==> src/rtl/gpio_bank_pkg.sv <==
// Package: shared constants, register group codes and address helper for the
// banked GPIO controller. Assumes 32-bit register words.
package gpio_bank_pkg;

    localparam int WORD_W = 32;
    localparam int AF_W   = 2;

    // Feature groups in address order; the order fixes the register map.
    typedef enum logic [3:0] {
        GRP_LEVEL = 4'd0,
        GRP_DIR   = 4'd1,
        GRP_SET   = 4'd2,
        GRP_CLR   = 4'd3,
        GRP_RISE  = 4'd4,
        GRP_FALL  = 4'd5,
        GRP_STAT  = 4'd6,
        GRP_ALTF  = 4'd7
    } gpio_grp_e;

    // Word index of a given group and bank, with nreg words per group.
    function automatic int grp_word(gpio_grp_e g, int nreg, int bank);
        return int'(g) * nreg + bank;
    endfunction

endpackage

==> src/rtl/gpio_addr_dec.sv <==
// Module: address decoder. It turns a byte address into a one-hot word select
// over NWORDS register words. Assumes word-aligned accesses: an address
// with nonzero low bits, or one past the last word, selects nothing.
module gpio_addr_dec #(
    parameter int NWORDS = 18,
    parameter int ADDR_W = 8
) (
    input  logic [ADDR_W-1:0] addr,
    output logic [NWORDS-1:0] word_hit
);

    localparam int IDX_W = ADDR_W - 2;

    logic              aligned;
    logic [IDX_W-1:0]  word_idx;

    assign aligned  = (addr[1:0] == 2'b00);
    assign word_idx = addr[ADDR_W-1:2];

    genvar i;
    generate
        for (i = 0; i < NWORDS; i++) begin : g_hit
            // One compare per word of the map.
            assign word_hit[i] = aligned && (word_idx == IDX_W'(i));
        end
    endgenerate

endmodule

==> src/rtl/gpio_in_sync.sv <==
// Module: two-flop synchronizer for the pin inputs. Assumes the pins are
// asynchronous to clk and that one extra cycle of latency is acceptable.
module gpio_in_sync #(
    parameter int W = 64
) (
    input  logic         clk,
    input  logic         rst_n,
    input  logic [W-1:0] d,
    output logic [W-1:0] q
);

    logic [W-1:0] meta_q;
    logic [W-1:0] sync_q;

    // Two-stage capture of the raw pin levels.
    always_ff @(posedge clk) begin
        if (!rst_n) begin
            meta_q <= '0;
            sync_q <= '0;
        end else begin
            meta_q <= d;
            sync_q <= meta_q;
        end
    end

    assign q = sync_q;

endmodule

==> src/rtl/gpio_edge_stat.sv <==
// Module: per-pin edge detector with sticky write-one-to-clear status.
// An edge is the current synchronized level compared with the previous
// cycle's level. A new edge wins over a clear in the same cycle.
// Assumes lvl is already synchronous to clk.
module gpio_edge_stat #(
    parameter int NPINS = 64
) (
    input  logic             clk,
    input  logic             rst_n,
    input  logic [NPINS-1:0] lvl,
    input  logic [NPINS-1:0] rise_en,
    input  logic [NPINS-1:0] fall_en,
    input  logic [NPINS-1:0] clr_mask,
    output logic [NPINS-1:0] status,
    output logic [NPINS-1:0] edge_evt
);

    logic [NPINS-1:0] prev_q;
    logic [NPINS-1:0] stat_q;
    logic [NPINS-1:0] rise_det;
    logic [NPINS-1:0] fall_det;

    // Transition detection against the previous level, qualified by enables.
    always_comb begin
        rise_det = lvl & ~prev_q & rise_en;
        fall_det = ~lvl & prev_q & fall_en;
        edge_evt = rise_det | fall_det;
    end

    // Previous-level history register.
    always_ff @(posedge clk) begin
        if (!rst_n) prev_q <= '0;
        else        prev_q <= lvl;
    end

    // Sticky status: clear by mask, then OR in new edges so they are never lost.
    always_ff @(posedge clk) begin
        if (!rst_n) stat_q <= '0;
        else        stat_q <= (stat_q & ~clr_mask) | edge_evt;
    end

    assign status = stat_q;

endmodule

==> src/rtl/gpio_bank_ctrl.sv <==
// Module: top of the banked GPIO controller. It holds the per-bank direction,
// output latch, edge enable and alternate-function registers, and builds the
// combinational read mux. Assumes NPINS is a multiple of 32 and ADDR_W is
// wide enough for 9*NPINS/32 words. Single-cycle writes, combinational reads.
module gpio_bank_ctrl
    import gpio_bank_pkg::*;
#(
    parameter int NPINS  = 64,
    parameter int ADDR_W = 8
) (
    input  logic              clk,
    input  logic              rst_n,
    input  logic              reg_wr,
    input  logic [ADDR_W-1:0] reg_addr,
    input  logic [31:0]       reg_wdata,
    output logic [31:0]       reg_rdata,
    input  logic [NPINS-1:0]  pin_in,
    output logic [NPINS-1:0]  pin_out,
    output logic [NPINS-1:0]  pin_oe,
    output logic              irq
);

    localparam int NREG   = NPINS / WORD_W;
    localparam int NAFW   = (NPINS * AF_W) / WORD_W;
    localparam int AF_BASE = int'(GRP_ALTF) * NREG;
    localparam int NWORDS = AF_BASE + NAFW;

    logic [NWORDS-1:0] word_hit;
    logic [NPINS-1:0]  lvl;
    logic [NPINS-1:0]  dir_q;
    logic [NPINS-1:0]  out_q;
    logic [NPINS-1:0]  ren_q;
    logic [NPINS-1:0]  fen_q;
    logic [NPINS-1:0]  stat_q;
    logic [NPINS-1:0]  edge_evt;
    logic [NPINS-1:0]  clr_mask;
    logic [WORD_W-1:0] rd_word [NWORDS];

    gpio_addr_dec #(
        .NWORDS (NWORDS),
        .ADDR_W (ADDR_W)
    ) u_dec (
        .addr     (reg_addr),
        .word_hit (word_hit)
    );

    gpio_in_sync #(
        .W (NPINS)
    ) u_sync (
        .clk   (clk),
        .rst_n (rst_n),
        .d     (pin_in),
        .q     (lvl)
    );

    gpio_edge_stat #(
        .NPINS (NPINS)
    ) u_edge (
        .clk      (clk),
        .rst_n    (rst_n),
        .lvl      (lvl),
        .rise_en  (ren_q),
        .fall_en  (fen_q),
        .clr_mask (clr_mask),
        .status   (stat_q),
        .edge_evt (edge_evt)
    );

    genvar b;
    generate
        for (b = 0; b < NREG; b++) begin : g_bank
            localparam int I_LVL  = grp_word(GRP_LEVEL, NREG, b);
            localparam int I_DIR  = grp_word(GRP_DIR,   NREG, b);
            localparam int I_SET  = grp_word(GRP_SET,   NREG, b);
            localparam int I_CLR  = grp_word(GRP_CLR,   NREG, b);
            localparam int I_RISE = grp_word(GRP_RISE,  NREG, b);
            localparam int I_FALL = grp_word(GRP_FALL,  NREG, b);
            localparam int I_STAT = grp_word(GRP_STAT,  NREG, b);

            logic [WORD_W-1:0] dir_b;
            logic [WORD_W-1:0] out_b;
            logic [WORD_W-1:0] ren_b;
            logic [WORD_W-1:0] fen_b;
            logic [WORD_W-1:0] set_m;
            logic [WORD_W-1:0] clr_m;

            // Write-one masks for the atomic set and clear words.
            always_comb begin
                set_m = (reg_wr && word_hit[I_SET]) ? reg_wdata : '0;
                clr_m = (reg_wr && word_hit[I_CLR]) ? reg_wdata : '0;
            end

            // Direction register of this bank.
            always_ff @(posedge clk) begin
                if (!rst_n)                        dir_b <= '0;
                else if (reg_wr && word_hit[I_DIR]) dir_b <= reg_wdata;
            end

            // Output latch of this bank, updated through the set and clear words.
            always_ff @(posedge clk) begin
                if (!rst_n) out_b <= '0;
                else        out_b <= (out_b | set_m) & ~clr_m;
            end

            // Rising-edge enable register of this bank.
            always_ff @(posedge clk) begin
                if (!rst_n)                         ren_b <= '0;
                else if (reg_wr && word_hit[I_RISE]) ren_b <= reg_wdata;
            end

            // Falling-edge enable register of this bank.
            always_ff @(posedge clk) begin
                if (!rst_n)                         fen_b <= '0;
                else if (reg_wr && word_hit[I_FALL]) fen_b <= reg_wdata;
            end

            assign dir_q[b*WORD_W +: WORD_W]    = dir_b;
            assign out_q[b*WORD_W +: WORD_W]    = out_b;
            assign ren_q[b*WORD_W +: WORD_W]    = ren_b;
            assign fen_q[b*WORD_W +: WORD_W]    = fen_b;
            assign clr_mask[b*WORD_W +: WORD_W] =
                (reg_wr && word_hit[I_STAT]) ? reg_wdata : '0;

            assign rd_word[I_LVL]  = lvl[b*WORD_W +: WORD_W];
            assign rd_word[I_DIR]  = dir_b;
            assign rd_word[I_SET]  = '0;
            assign rd_word[I_CLR]  = '0;
            assign rd_word[I_RISE] = ren_b;
            assign rd_word[I_FALL] = fen_b;
            assign rd_word[I_STAT] = stat_q[b*WORD_W +: WORD_W];
        end

        for (b = 0; b < NAFW; b++) begin : g_altf
            logic [WORD_W-1:0] af_b;

            // Alternate-function word holding 16 two-bit pin codes.
            always_ff @(posedge clk) begin
                if (!rst_n)                               af_b <= '0;
                else if (reg_wr && word_hit[AF_BASE + b]) af_b <= reg_wdata;
            end

            assign rd_word[AF_BASE + b] = af_b;
        end
    endgenerate

    // Read mux: OR of the selected word; no hit returns zero.
    always_comb begin
        reg_rdata = '0;
        for (int i = 0; i < NWORDS; i++) begin
            if (word_hit[i]) reg_rdata = reg_rdata | rd_word[i];
        end
    end

    assign pin_out = out_q;
    assign pin_oe  = dir_q;
    assign irq     = |stat_q;

endmodule

==> config.mk <==
export PLATFORM = sky130hd
export DESIGN_NAME = gpio_bank_ctrl
export DESIGN_NICKNAME = d
export VERILOG_FILES = /design/src/rtl/gpio_bank_pkg.sv /design/src/rtl/gpio_addr_dec.sv /design/src/rtl/gpio_in_sync.sv /design/src/rtl/gpio_edge_stat.sv /design/src/rtl/gpio_bank_ctrl.sv
export SDC_FILE = /design/constraint.sdc
export NUM_CORES = 1
export LEC_CHECK = 0
export BUFFER_PORTS_ARGS = -buffer_cell sky130_fd_sc_hd__clkbuf_2
export CORE_MARGIN = 8
export CORE_UTILIZATION = 25
export DETAILED_ROUTE_END_ITERATION = 6
export PLACE_DENSITY = 0.43
export SYNTH_ARGS = -nofsm -noshare
export SYNTH_HDL_FRONTEND = slang
export SYNTH_SLANG_ARGS = --single-unit
==> constraint.sdc <==
create_clock -name clk -period 2 [get_ports clk]
set_input_delay 0.2 -clock clk [delete_from_list [all_inputs] [get_ports clk]]
set_output_delay 0.2 -clock clk [all_outputs]
set_load 0.05 [all_outputs]
==> metrics.yaml <==
cp.arrival_ps: 2430
total_power_mw: 29.8
synth-seq-cells: 640
cts_inserted_buffers: 79
critPathMaxFanout: 3
cts_tree: "done"
antenna_found_initial: 4
initial_core_util_pct: 25.2
wirelength_um: 123000
synth_top_family_by_area: "compound AO/OA/AOI/OAI gates"
htree_levels: 3
crit-reg2reg-launch: "u_sync.q[30]"
dieArea_mm2: 0.115
cts-root-buf: "clkbuf_16"
max_freq_ghz: 0.380
synth_area_mm2: 0.0261
vdd_ir_drop_max_v: 0.000571
clk_latency_ps: 650
reg2regPathDepth: 2
first_pass_iters: 5
setup-tns-final_ps: -10470
grt_pass1_wl_um: 177000
yosysWarnings: 0
dp.final_hpwl_um: 85800
power.density_mw_per_mm2: 814
syn_to_final_growth_pct: 40.2
cap_violations: 0
p_clk_share_pct: 50.9
finalNetCount: 3642
synth-compound-area-share_pct: 21.4
cts_buffer_depth: 3
place_ws_ps: -733
rsz0062_at_grt: "yes"
grt_pass1_vias: 24367
synth_nets: 3087
grt_usage_pct: 20.5
setup_viol_count_final: 33
yosysSeqAreaShare_pct: 49.0
avgSynthCellArea_um2: 8.77
clk_pin_slew_worst_paths_ps: 60
io_buffers: 267
core_mm2: 0.104
grt_overflow_total: 0
gp_congestion: 0.905
max_slew_margin_pct: 41.0
synth_common_cells: "nand2_1 (715), dfxtp_1 (640), a21oi_1 (402), and2_1 (197), clkbuf_1 (149)"
hold_viol: 0
violations: "setup timing"
synth_cells: 2980
status: "finished with violations"
rrSetupSlack_ps: 1000
avgViaCountPerCell: 4.93
finalCritPeriodShare_pct: 132
synth.area.mux_share_pct: 4.02
synth_cell_types: 66
p_sw_mw: 7.02
die_w_um: 339
worst_slew_pin_slew_ps: 884
drc_errors: 0
synthAdderAreaFrac_pct: 0
ys.flop_type: "dfxtp_1"
p_leak_nw: 13.6
dr.first_iter.drc_count: 2185
synth_enable_flop_cells: 0
num_vias: 24557
rr_endpoint: "u_edge.status[30]"
finalMaxSlewViolations: 0
postRouteAntennaNets: 0
internal_power_mw: 22.8
hold_ws_ps: 42.9
drive_gt1_share_pct: 30.5
switching_share_pct: 23.5
hold_depth: 3
required_ps: 1800
cts.sinks: 640
wl_per_cell_um: 24.7
synth.most_common_cell: "nand2_1"
ios: 268
yosys.area_share.simple_pct: 21.1
synth_top_area_share_pct: 49.0
combPwrFrac_pct: 5.5
min_period_ps: 2630
fin_ws_ps: -632
die_y_um: 339
synth_top_cell_by_area: "dfxtp_1"
ys_top_cells_by_area: "dfxtp_1 (49%), nand2_1 (10%), a21oi_1 (7.7%), and2_1 (4.7%), a211oi_2 (2.9%)"
synth-xor-area-share_pct: 0
crit_type: "reg -> out"
p_seq_share_pct: 43.6
rows: 118
critPathLaunchType: "flip-flop"
startpoint: "u_edge.status[52]"
grt_max_degree: 139
async_flop_share_pct: 0
cp-endpoint: "irq"
skew_ps: 16.8
hp-class: "in -> reg"
crit_path_end_kind: "primary output"
[flip-flops by register name (all words and copies together) (netlist names)]
signal and flops:
g_altf.af_b 128, g_bank.dir_b 64, g_bank.fen_b 64, g_bank.out_b 64, g_bank.ren_b 64, u_edge.prev_q 64
u_edge.status 64, u_sync.meta_q 64, u_sync.q 64
[metrics by stage]
| step | utilization [%] | area [um2] | instances |
|---|---|---|---|
| after floorplan | - | 26300 | 2980 |
| after global placement | 30.9 | 32000 | 4717 |
| after detailed placement | 30.9 | 32000 | 4717 |
| after CTS | 35.0 | 36300 | 4971 |
| after global routing | 35.3 | 36600 | 4978 |
| final | 35.3 | 36600 | 4979 |
[cell type report]
| type | instances | area, um2 |
|---|---|---|
| Antenna cell | 1 | 2.50 |
| Clock buffer | 121 | 2430 |
| Clock inverter | 23 | 314 |
| Fill cell | 10687 | 67000 |
| Inverter | 2 | 15.0 |
| Multi-Input combinational cell | 2081 | 12800 |
| Sequential cell | 640 | 12900 |
| Tap cell | 1380 | 1730 |
| Timing Repair Buffer | 731 | 6350 |
[power by group through the flow]
stage                     Combinational [mW]  Sequential, mW  Clock, mW
final                                   1.64            13.0       15.2
after global routing                    1.72            13.0       16.1
after CTS                               1.61            13.0       15.6
after detailed placement                1.45            13.3          0
after global placement                  1.45            13.3          0
after floorplan                        0.658            13.3          0
[placed cells by master (no fill, tap or decap), drive strengths merged, types with 4 or more instances in the layout]
master,synthesis,routed
nand3,23,23
nor4,18,18
a32oi,6,6
a21boi,64,64
mux4,9,9
or4b,4,4
or2,4,4
buf,108,431
nand3b,71,71
nor4b,4,4
a22oi,73,73
a2bb2oi,7,7
nor3,13,13
or4,10,10
inv,1,6
a211oi,66,66
a21oi,402,402
bufinv,0,7
clkinv,1,10
a22o,22,22
a221oi,6,6
mux2i,52,52
o2bb2ai,13,13
o21a,64,64
nand2,715,715
nand4,9,9
o21ai,72,72
mux2,29,29
dfxtp,640,640
o22ai,18,18
and3,18,18
clkbuf,149,353
dlygate4sd3,0,66
a222oi,16,16
nor2,36,36
a32o,4,4
and2,197,197
or3,9,9
[worst min-delay path by stage]
stage / start / endpoint / slack (ps)
6_report: reg_wdata[11] / g_bank[1].fen_b[11] / 40
3_3_place_gp: pin_in[55] / u_sync.meta_q[55] / 410
2_1_floorplan: pin_in[0] / u_sync.meta_q[0] / 330
3_5_place_dp: pin_in[42] / u_sync.meta_q[42] / 410
4_1_cts: reg_wdata[27] / g_bank[0].dir_b[27] / 1
5_1_grt: reg_wdata[12] / g_bank[0].out_b[12] / 50
[kinds of logic (layout without fill, tap and decap cells)]
family / Yosys count / in the layout
compound gates: 847 / 847
buf+inv: 259 / 877
flops: 640 / 640
other cells: 0 / 1
mux: 90 / 90
simple gates: 1144 / 1144
[routing by layer]
metal	part of all wire, %	vias to the layer above	global-route usage, %
li1	-	11472	-
met3	6.2	186	3.88
met5	0.011	-	0
met1	45	12075	27.7
met4	3.1	2	6.90
met2	45	822	32.7
[worst max-delay path: stages (launching register included)]
cell,delay (ps)
dfxtp_2,370
nor4_2,300
buf_4,160
nand4_1,210
or4_4,530
clkbuf_16,200
[repair_timing]
item,in CTS,in global routing
resized for setup,172,66
hold buffers,66,0
hold endpoints to repair,67,0
endpoints found under the setup margin,33,33
cloned,2,0
setup buffers,44,7
pin swaps,74,53
(Power assumes the default switching activity.)
